<file path="src/rtl/spi_dual_pkg.sv">
package spi_dual_pkg;
  parameter int unsigned DATA_W      = 8;
  parameter int unsigned SYNC_STAGES = 2;

  typedef struct packed {
    logic sck;
    logic ss_n;
    logic mosi;
  } spi_pins_t;

  localparam spi_pins_t PINS_IDLE = '{sck: 1'b0, ss_n: 1'b1, mosi: 1'b0};
endpackage

</file>
<file path="src/rtl/spi_sync.sv">
module spi_sync #(
  parameter int unsigned W      = 3,
  parameter int unsigned STAGES = 2,
  parameter logic [W-1:0] RST_VAL = '0
) (
  input  logic         clk_i,
  input  logic         rst_ni,
  input  logic [W-1:0] d_i,
  output logic [W-1:0] q_o
);
  logic [W-1:0] stg [STAGES];

  for (genvar s = 0; s < STAGES; s++) begin : g_stage
    always_ff @(posedge clk_i or negedge rst_ni) begin
      if (!rst_ni) stg[s] <= RST_VAL;
      else if (s == 0) stg[s] <= d_i;
      else stg[s] <= stg[(s == 0) ? 0 : s-1];
    end
  end

  assign q_o = stg[STAGES-1];
endmodule

</file>
<file path="src/rtl/spi_shift.sv">
module spi_shift #(
  parameter int unsigned DW = 8
) (
  input  logic          clk_i,
  input  logic          rst_ni,
  input  logic          sel_i,
  input  logic          sel_start_i,
  input  logic          sck_rise_i,
  input  logic          sck_fall_i,
  input  logic          din_i,
  input  logic          rx_en_i,
  input  logic [DW-1:0] tx_byte_i,
  output logic [DW-1:0] rx_byte_o,
  output logic          rx_valid_o,
  output logic          tx_bit_o,
  output logic          tx_take_o
);
  localparam int unsigned CW = (DW > 1) ? $clog2(DW) : 1;
  localparam logic [CW-1:0] LAST = CW'(DW - 1);

  logic [CW-1:0] bit_cnt;
  logic [DW-1:0] rx_sh, tx_sh, rx_next;

  assign rx_next  = {rx_sh[DW-2:0], din_i};
  assign tx_bit_o = tx_sh[DW-1];

  always_ff @(posedge clk_i or negedge rst_ni) begin
    if (!rst_ni) begin
      bit_cnt    <= '0;
      rx_sh      <= '0;
      tx_sh      <= '0;
      rx_byte_o  <= '0;
      rx_valid_o <= 1'b0;
      tx_take_o  <= 1'b0;
    end else begin
      rx_valid_o <= 1'b0;
      tx_take_o  <= 1'b0;
      if (!sel_i) begin
        bit_cnt <= '0;  // drop any partial byte
      end else begin
        if (sel_start_i || (sck_fall_i && bit_cnt == '0)) begin
          tx_sh     <= tx_byte_i;
          tx_take_o <= 1'b1;
        end else if (sck_fall_i) begin
          tx_sh <= tx_sh << 1;
        end
        if (sck_rise_i) begin
          rx_sh <= rx_next;
          if (bit_cnt == LAST) begin
            bit_cnt <= '0;
            if (rx_en_i) begin
              rx_byte_o  <= rx_next;
              rx_valid_o <= 1'b1;
            end
          end else begin
            bit_cnt <= bit_cnt + 1'b1;
          end
        end
      end
    end
  end
endmodule

</file>
<file path="src/rtl/spi_pad_mux.sv">
module spi_pad_mux (
  input  logic ss_ni,
  input  logic three_wire_i,
  input  logic dir_i,
  input  logic irq_share_i,
  input  logic irq_i,
  input  logic tx_bit_i,
  output logic mosi_o,
  output logic mosi_oe_o,
  output logic miso_o,
  output logic miso_oe_o
);
  // raw select pin: pads follow select without synchronizer delay
  always_comb begin
    if (ss_ni) begin
      mosi_oe_o = irq_share_i;
      mosi_o    = irq_i & irq_share_i;
      miso_oe_o = 1'b0;
    end else begin
      mosi_oe_o = three_wire_i & dir_i;
      mosi_o    = tx_bit_i & three_wire_i;
      miso_oe_o = ~three_wire_i;
    end
    miso_o = tx_bit_i & miso_oe_o;
  end
endmodule

</file>
<file path="src/rtl/spi_dual_slave.sv">
module spi_dual_slave
  import spi_dual_pkg::*;
#(
  parameter int unsigned DW     = DATA_W,
  parameter int unsigned STAGES = SYNC_STAGES
) (
  input  logic          clk_i,
  input  logic          rst_ni,
  input  logic          sck_i,
  input  logic          ss_ni,
  input  logic          mosi_i,
  output logic          mosi_o,
  output logic          mosi_oe_o,
  output logic          miso_o,
  output logic          miso_oe_o,
  input  logic          three_wire_i,
  input  logic          dir_i,
  input  logic          irq_share_i,
  input  logic          irq_i,
  input  logic [DW-1:0] tx_byte_i,
  output logic          tx_take_o,
  output logic [DW-1:0] rx_byte_o,
  output logic          rx_valid_o
);
  localparam int unsigned PW = $bits(spi_pins_t);

  spi_pins_t pins_raw, pins_s;
  logic      sck_q, ss_q, tx_bit;
  logic      sck_rise, sck_fall, sel, sel_start;

  assign pins_raw = '{sck: sck_i, ss_n: ss_ni, mosi: mosi_i};

  spi_sync #(.W(PW), .STAGES(STAGES), .RST_VAL(PINS_IDLE)) u_sync (
    .clk_i (clk_i),
    .rst_ni(rst_ni),
    .d_i   (pins_raw),
    .q_o   (pins_s)
  );

  always_ff @(posedge clk_i or negedge rst_ni) begin
    if (!rst_ni) begin
      sck_q <= 1'b0;
      ss_q  <= 1'b1;
    end else begin
      sck_q <= pins_s.sck;
      ss_q  <= pins_s.ss_n;
    end
  end

  assign sck_rise  =  pins_s.sck & ~sck_q;
  assign sck_fall  = ~pins_s.sck &  sck_q;
  assign sel       = ~pins_s.ss_n;
  assign sel_start = ~pins_s.ss_n & ss_q;

  spi_shift #(.DW(DW)) u_shift (
    .clk_i      (clk_i),
    .rst_ni     (rst_ni),
    .sel_i      (sel),
    .sel_start_i(sel_start),
    .sck_rise_i (sck_rise),
    .sck_fall_i (sck_fall),
    .din_i      (pins_s.mosi),
    .rx_en_i    (~(three_wire_i & dir_i)),
    .tx_byte_i  (tx_byte_i),
    .rx_byte_o  (rx_byte_o),
    .rx_valid_o (rx_valid_o),
    .tx_bit_o   (tx_bit),
    .tx_take_o  (tx_take_o)
  );

  spi_pad_mux u_pad (
    .ss_ni       (ss_ni),
    .three_wire_i(three_wire_i),
    .dir_i       (dir_i),
    .irq_share_i (irq_share_i),
    .irq_i       (irq_i),
    .tx_bit_i    (tx_bit),
    .mosi_o      (mosi_o),
    .mosi_oe_o   (mosi_oe_o),
    .miso_o      (miso_o),
    .miso_oe_o   (miso_oe_o)
  );
endmodule

</file>
<file path="config.mk">
export PLATFORM = sky130hd
export DESIGN_NAME = spi_dual_slave
export DESIGN_NICKNAME = d
export VERILOG_FILES = /design/src/rtl/spi_dual_pkg.sv /design/src/rtl/spi_sync.sv /design/src/rtl/spi_shift.sv /design/src/rtl/spi_pad_mux.sv /design/src/rtl/spi_dual_slave.sv
export SDC_FILE = /design/constraint.sdc
export NUM_CORES = 1
export LEC_CHECK = 0
export ABC_AREA = 1
export BUFFER_PORTS_ARGS = -buffer_cell sky130_fd_sc_hd__buf_2
export CORE_UTILIZATION = 45
export CTS_CLUSTER_SIZE = 24
export DETAILED_ROUTE_END_ITERATION = 10
export GPL_ROUTABILITY_DRIVEN = 0
export MAX_ROUTING_LAYER = met4
export PLACE_DENSITY = 0.79
export SLEW_MARGIN = 20
export SYNTH_ARGS = -nofsm -noshare
export SYNTH_HDL_FRONTEND = slang
export SYNTH_SLANG_ARGS = --single-unit
</file>
<file path="constraint.sdc">
create_clock -name clk_i -period 1.4 [get_ports clk_i]
set_input_delay 0.14 -clock clk_i [delete_from_list [all_inputs] [get_ports clk_i]]
set_output_delay 0.14 -clock clk_i [all_outputs]
set_load 0.1 [all_outputs]
</file>
======== After elaboration in Yosys (flattened, before gate mapping) ========
Index checks and enable logic that the tools add are counted.
operators by class
  add/sub/neg operators ................... 1
  equal/unequal tests ..................... 1
  muxes and demuxes ....................... 14
  bitwise gates (word level) .............. 12
  reductions and logical operators ........ 8
operators by type and width
  operator             count
  $mux 8               2
  $mux 1               9
  $mux 3               3
  $and 1x1->1          7
  $not 1->1            5
  $reduce_and 2->1     2
  $reduce_and 4->1     1
  $reduce_bool 2->1    2
  $add 3x1->3 const B  1
  $eq 3x3->1 const B   1
  $logic_not 3->1      1
  $logic_and 1x1->1    1
  $logic_or 1x1->1     1
word-level totals
  register bits ........................... 36
  logic and storage cells ................. 46

======== Logic depth before layout (Yosys ltp) ========
  depth after elaboration ................. 6
  depth in mapped cells ................... 8
  depth with buffers taken out ............ 8

======== By module ========
From an unflattened synthesis, not the netlist that was laid out.
unflattened totals
  cells, all modules ...................... 172
  area, all modules ....................... 1575.3 sq um
by module, submodules not included
  module          instances  cells each  area each (sq um)
  spi_shift       1          144         1277.5
  spi_sync        1          9           175.2
  spi_dual_slave  1          10          81.3
  spi_pad_mux     1          9           41.3

======== Worst setup path after synthesis ========
Ideal clock, no wire load.
  kind .................................... flip-flop to output port
  start point ............................. register u_shift.tx_sh[7]
  end point ............................... output port miso_o
  arrival time ............................ 2538 ps
  data required time ...................... 1260 ps
  path slack .............................. -1278 ps
  cell stages (with the launch flop) ...... 2
  path buffers ............................ 0
  cell sequence ........................... dfrtp_1 > nor3b_1
on the way
  cells in the longest elaborated chain, start to end .. 1
RTL lines
  item                      RTL line              RTL
  start: declaration        spi_shift.sv:22       logic [DW-1:0] rx_sh, tx_sh, rx_next;
  start signal: assignment  spi_shift.sv:42       tx_sh <= tx_byte_i;
  start signal: assignment  spi_shift.sv:45       tx_sh <= tx_sh << 1;
  $and 1x1->1               spi_pad_mux.sv:24     miso_o = tx_bit_i & miso_oe_o;
  end: declaration          spi_dual_slave.sv:14  output logic miso_o,
Every way passes these cells.

======== Final worst setup path ========
Ends and elaborated chain as after synthesis.

==> qor.csv <==
stage;metric;value;unit
detailed_routing;ANT nets after route;0;
outcome;status;completed;
cells_and_area;Storage cell area;905;sq um
clock_tree;clock net sink count;36;
timing;Setup Skew;5.96;ps
clock_tree;CTS Buf Count;5;
min_path;Hold Crit Start;tx_byte_i[4];
worst_setup_path;CP arrival;1210;ps
timing;Final Hold Viols;0;
detailed_routing;vias per cell;4.50;
cells_and_area;Antenna diodes;0;
logic_synthesis;mapped cell area;1570;sq um
cells_and_area;fin area;1990;sq um
detailed_routing;DRT iter0 DRCs;45;
power_and_ir_drop;P_int;1.67;mW
floorplanning;full die area;3740;sq um
grt;vias in the first global route;1109;
floorplanning;total core area;3340;sq um
floorplanning;Die Ht;61.1;um
clock_tree;CTS max path bufs;2;
detailed_routing;first-pass detailed-route iteration total;4;
worst_setup_path;CP endpoint kind;output pin;
worst_setup_path;Worst EP required;1260;ps
floorplanning;Die Width;61.1;um
detailed_routing;Avg WL per Cell;10.9;um
clock_tree;clk slew on worst S/H paths;110;ps
worst_setup_path;crit path cell chain;nor3b_4 -> buf_12;
power_and_ir_drop;clock network fraction of design power;0.307;
job;max cap viols;0;
worst_setup_path;CP max FO;3;
logic_synthesis;Mapped Avg Cell Area;9.42;sq um
power_and_ir_drop;Pleak;1.09;nW
clock_tree;clk_lat worst skew;340;ps
grt;total congestion overflow;0;
timing;Tcrit/Tclk final;0.963;
cells_and_area;Multi-input gate area;583;sq um
clock_tree;clock root cell;clkbuf_4;
power_and_ir_drop;Comb power frac;0.178;
timing;unrepaired setup endpoints after global routing;yes;
power_and_ir_drop;pwr dens;1180;nW/um^2
clock_tree;H-tree Lvls;2;
logic_synthesis;Netlist cell types;19;
grt;All-Layer GR Usage;0.186;
cells_and_area;Filler cells;302;
power_and_ir_drop;Net Sw Frac;0.292;
grt;initial antenna violation count;0;
floorplanning;Initial Utilization;0.471;
min_path;hold path depth;5;
power_and_ir_drop;Peak VDD IR;0.726;mV
place;Buffers on Ports;30;
place;Post-DP Area;1830;sq um
logic_synthesis;biggest area consumer among synthesized cells;dfrtp_1;
grt;first-pass GRT wire length;4700;um
worst_setup_path;CP max stage cell;dfrtp_1;
worst_setup_path;r2r endpoint;u_shift.tx_sh[7];
timing;Worst Max-Slew Pin Slew;499;ps
clock_tree;TritonCTS clock tree;done;
worst_setup_path;Worst R2R Path Depth;7;
cells_and_area;nets@finish;231;
place;DP HPWL;1860;um
power_and_ir_drop;Design Power;2.36;mW
min_path;Hold Path Class;input pin to register;
power_and_ir_drop;Net Switching;0.690;mW
detailed_routing;final WL;2830;um
timing;setup violators final;0;
floorplanning;# IOs;31;
logic_synthesis;yosys warns;0;
cells_and_area;share of cells above drive strength 1;0.330;
worst_setup_path;CP Class;register to output pin;
worst_setup_path;critical path's top delay family;flip-flops;
cells_and_area;area grow syn2layout;26.7;%
detailed_routing;DR vias;1161;
grt;largest net degree at the start of global routing;37;
timing;fmax;742;MHz
clock_tree;post-CTS setup repair buffer count;0;
timing;Rel. slew slack;0.670;
worst_setup_path;Worst Setup Start Kind;register;
min_path;Hold Path End;u_shift.tx_sh[4];
logic_synthesis;flops & latches, synth;36;
floorplanning;num rows;21;
detailed_routing;Post-route DRC;0;
worst_setup_path;reg2reg start;u_sync.q_o[1];
worst_setup_path;R2R setup slack;120;ps
worst_setup_path;Max stage delay on crit path;420;ps
logic_synthesis;Post-Synthesis Net Count;187;
power_and_ir_drop;sequential share of power;0.514;
worst_setup_path;Buf+Inv Stages, Crit Path;1;
logic_synthesis;post-synthesis sequential area ratio;0.575;
logic_synthesis;ranking of synthesized cells by area;dfrtp_1 (53%), nand2_1 (12%), inv_1 (6.7%);
timing;crit path time final;1350;ps
timing;Slew Limit Fails;0;
logic_synthesis;cell count after synthesis;167;
logic_synthesis;Synth top area share;0.525;
==> worst min-delay path, delay by kind of cell <==
| family | cells | cell delay [ps] |
|---|---|---|
| simple gates | 3 | 180 |
| buf+inv | 2 | 100 |
==> layout make-up <==
type / count / share of cell area
sequential: 36 / 0.454
multi-input combinational: 100 / 0.293
timing repair buffer: 38 / 0.127
inverter: 30 / 0.0578
tap: 46 / 0.0289
clock inverter: 3 / 0.0213
clock buffer: 5 / 0.0188
==> cell usage after synthesis <==
cell type   n
buf_2       1
nand2_1    50
dfstp_2     3
inv_4       1
nand2_4     5
buf_6       1
nand2_8     1
nor3b_1     1
a21oi_1     1
dfrtp_1    33
ha_1        3
nor2_2      1
inv_1      28
o21ai_0    12
nor2_4      1
o21ai_2     7
nor2_1      1
nand3_1    16
inv_2       1
==> state kept, by name, indices dropped and copies added, names as in the netlist <==
name / cells
u_shift.tx_take_o: 1
u_shift.rx_valid_o: 1
u_shift.bit_cnt: 3
u_shift.tx_sh: 8
u_shift.rx_byte_o: 8
ss_q: 1
u_shift.rx_sh: 7
u_sync.q_o: 3
u_sync.stg: 3
sck_q: 1
==> cell usage in the layout, fill, tap and decap left out, types with 5 or more instances in the layout <==
cell type / instances
buf_2: 28
o21ai_2: 9
nand3_1: 16
o21ai_0: 10
clkbuf_4: 5
nand2_1: 49
inv_1: 26
dfrtp_1: 33
dlygate4sd3_1: 5
nand2_4: 6
==> cell families (layout without fill, tap and decap cells) <==
| kind of cell | count (synthesis) | after routing | share of synthesized area |
|---|---|---|---|
| and+or+nand+nor | 76 | 77 | 0.237 |
| DFF | 36 | 36 | 0.575 |
| buffers and inverters | 32 | 76 | 0.0835 |
| AOI/OAI and AO/OA | 20 | 20 | 0.0803 |
| adders and majority gates | 3 | 3 | 0.0239 |
==> power by group through the flow <==
stage               Clock, mW  Sequential [mW]  Combinational, mW
global route            0.789             1.23              0.475
finish                  0.726             1.21              0.421
floorplan                   0             1.23              0.276
detailed placement          0             1.23              0.408
global placement            0             1.23              0.404
CTS                     0.743             1.21              0.422
==> stage by stage <==
stage                     hold WS, ps  utilization  TNS, ps  worst slack, ps  instances
final                             113        0.597        0             52.1        258
after global routing              130        0.597    -22.1            -22.1        258
after CTS                         104        0.591        0             3.59        258
after detailed placement          200        0.549        0             8.49        244
after global placement            201        0.549        0             65.8        244
after floorplan                  -156            -     -287             -287        167
==> metal layers <==
layer	share of wire	vias to the layer above	track usage
li1	-	603	-
met1	0.48	519	0.221
met4	0.020	0	0.101
met2	0.45	32	0.283
met5	0	-	-
met3	0.048	7	0.0567
==> what timing repair did <==
action | in CTS | in global routing
gates resized for setup | 1 | 6
hold endpoints to repair | 37 | 0
hold buffers | 5 | 0
cloned | 1 | 0
setup endpoints to repair | 1 | 9
pin swaps | 1 | 0
==> how the worst max path moves through the flow <==
stage	end	cells past startpoint	slack, ps	from
2_1_floorplan	miso_o	1	-290	u_shift.tx_sh[7]
5_1_grt	miso_o	2	-20	u_shift.tx_sh[7]
3_5_place_dp	u_shift.rx_byte_o[0]	8	8	u_shift.bit_cnt[0]
6_report	miso_o	2	50	u_shift.tx_sh[7]
3_3_place_gp	u_shift.rx_byte_o[0]	8	70	u_shift.bit_cnt[0]
4_1_cts	u_shift.rx_byte_o[0]	7	4	u_shift.bit_cnt[0]
No activity file was read; power rests on OpenSTA's default activity.
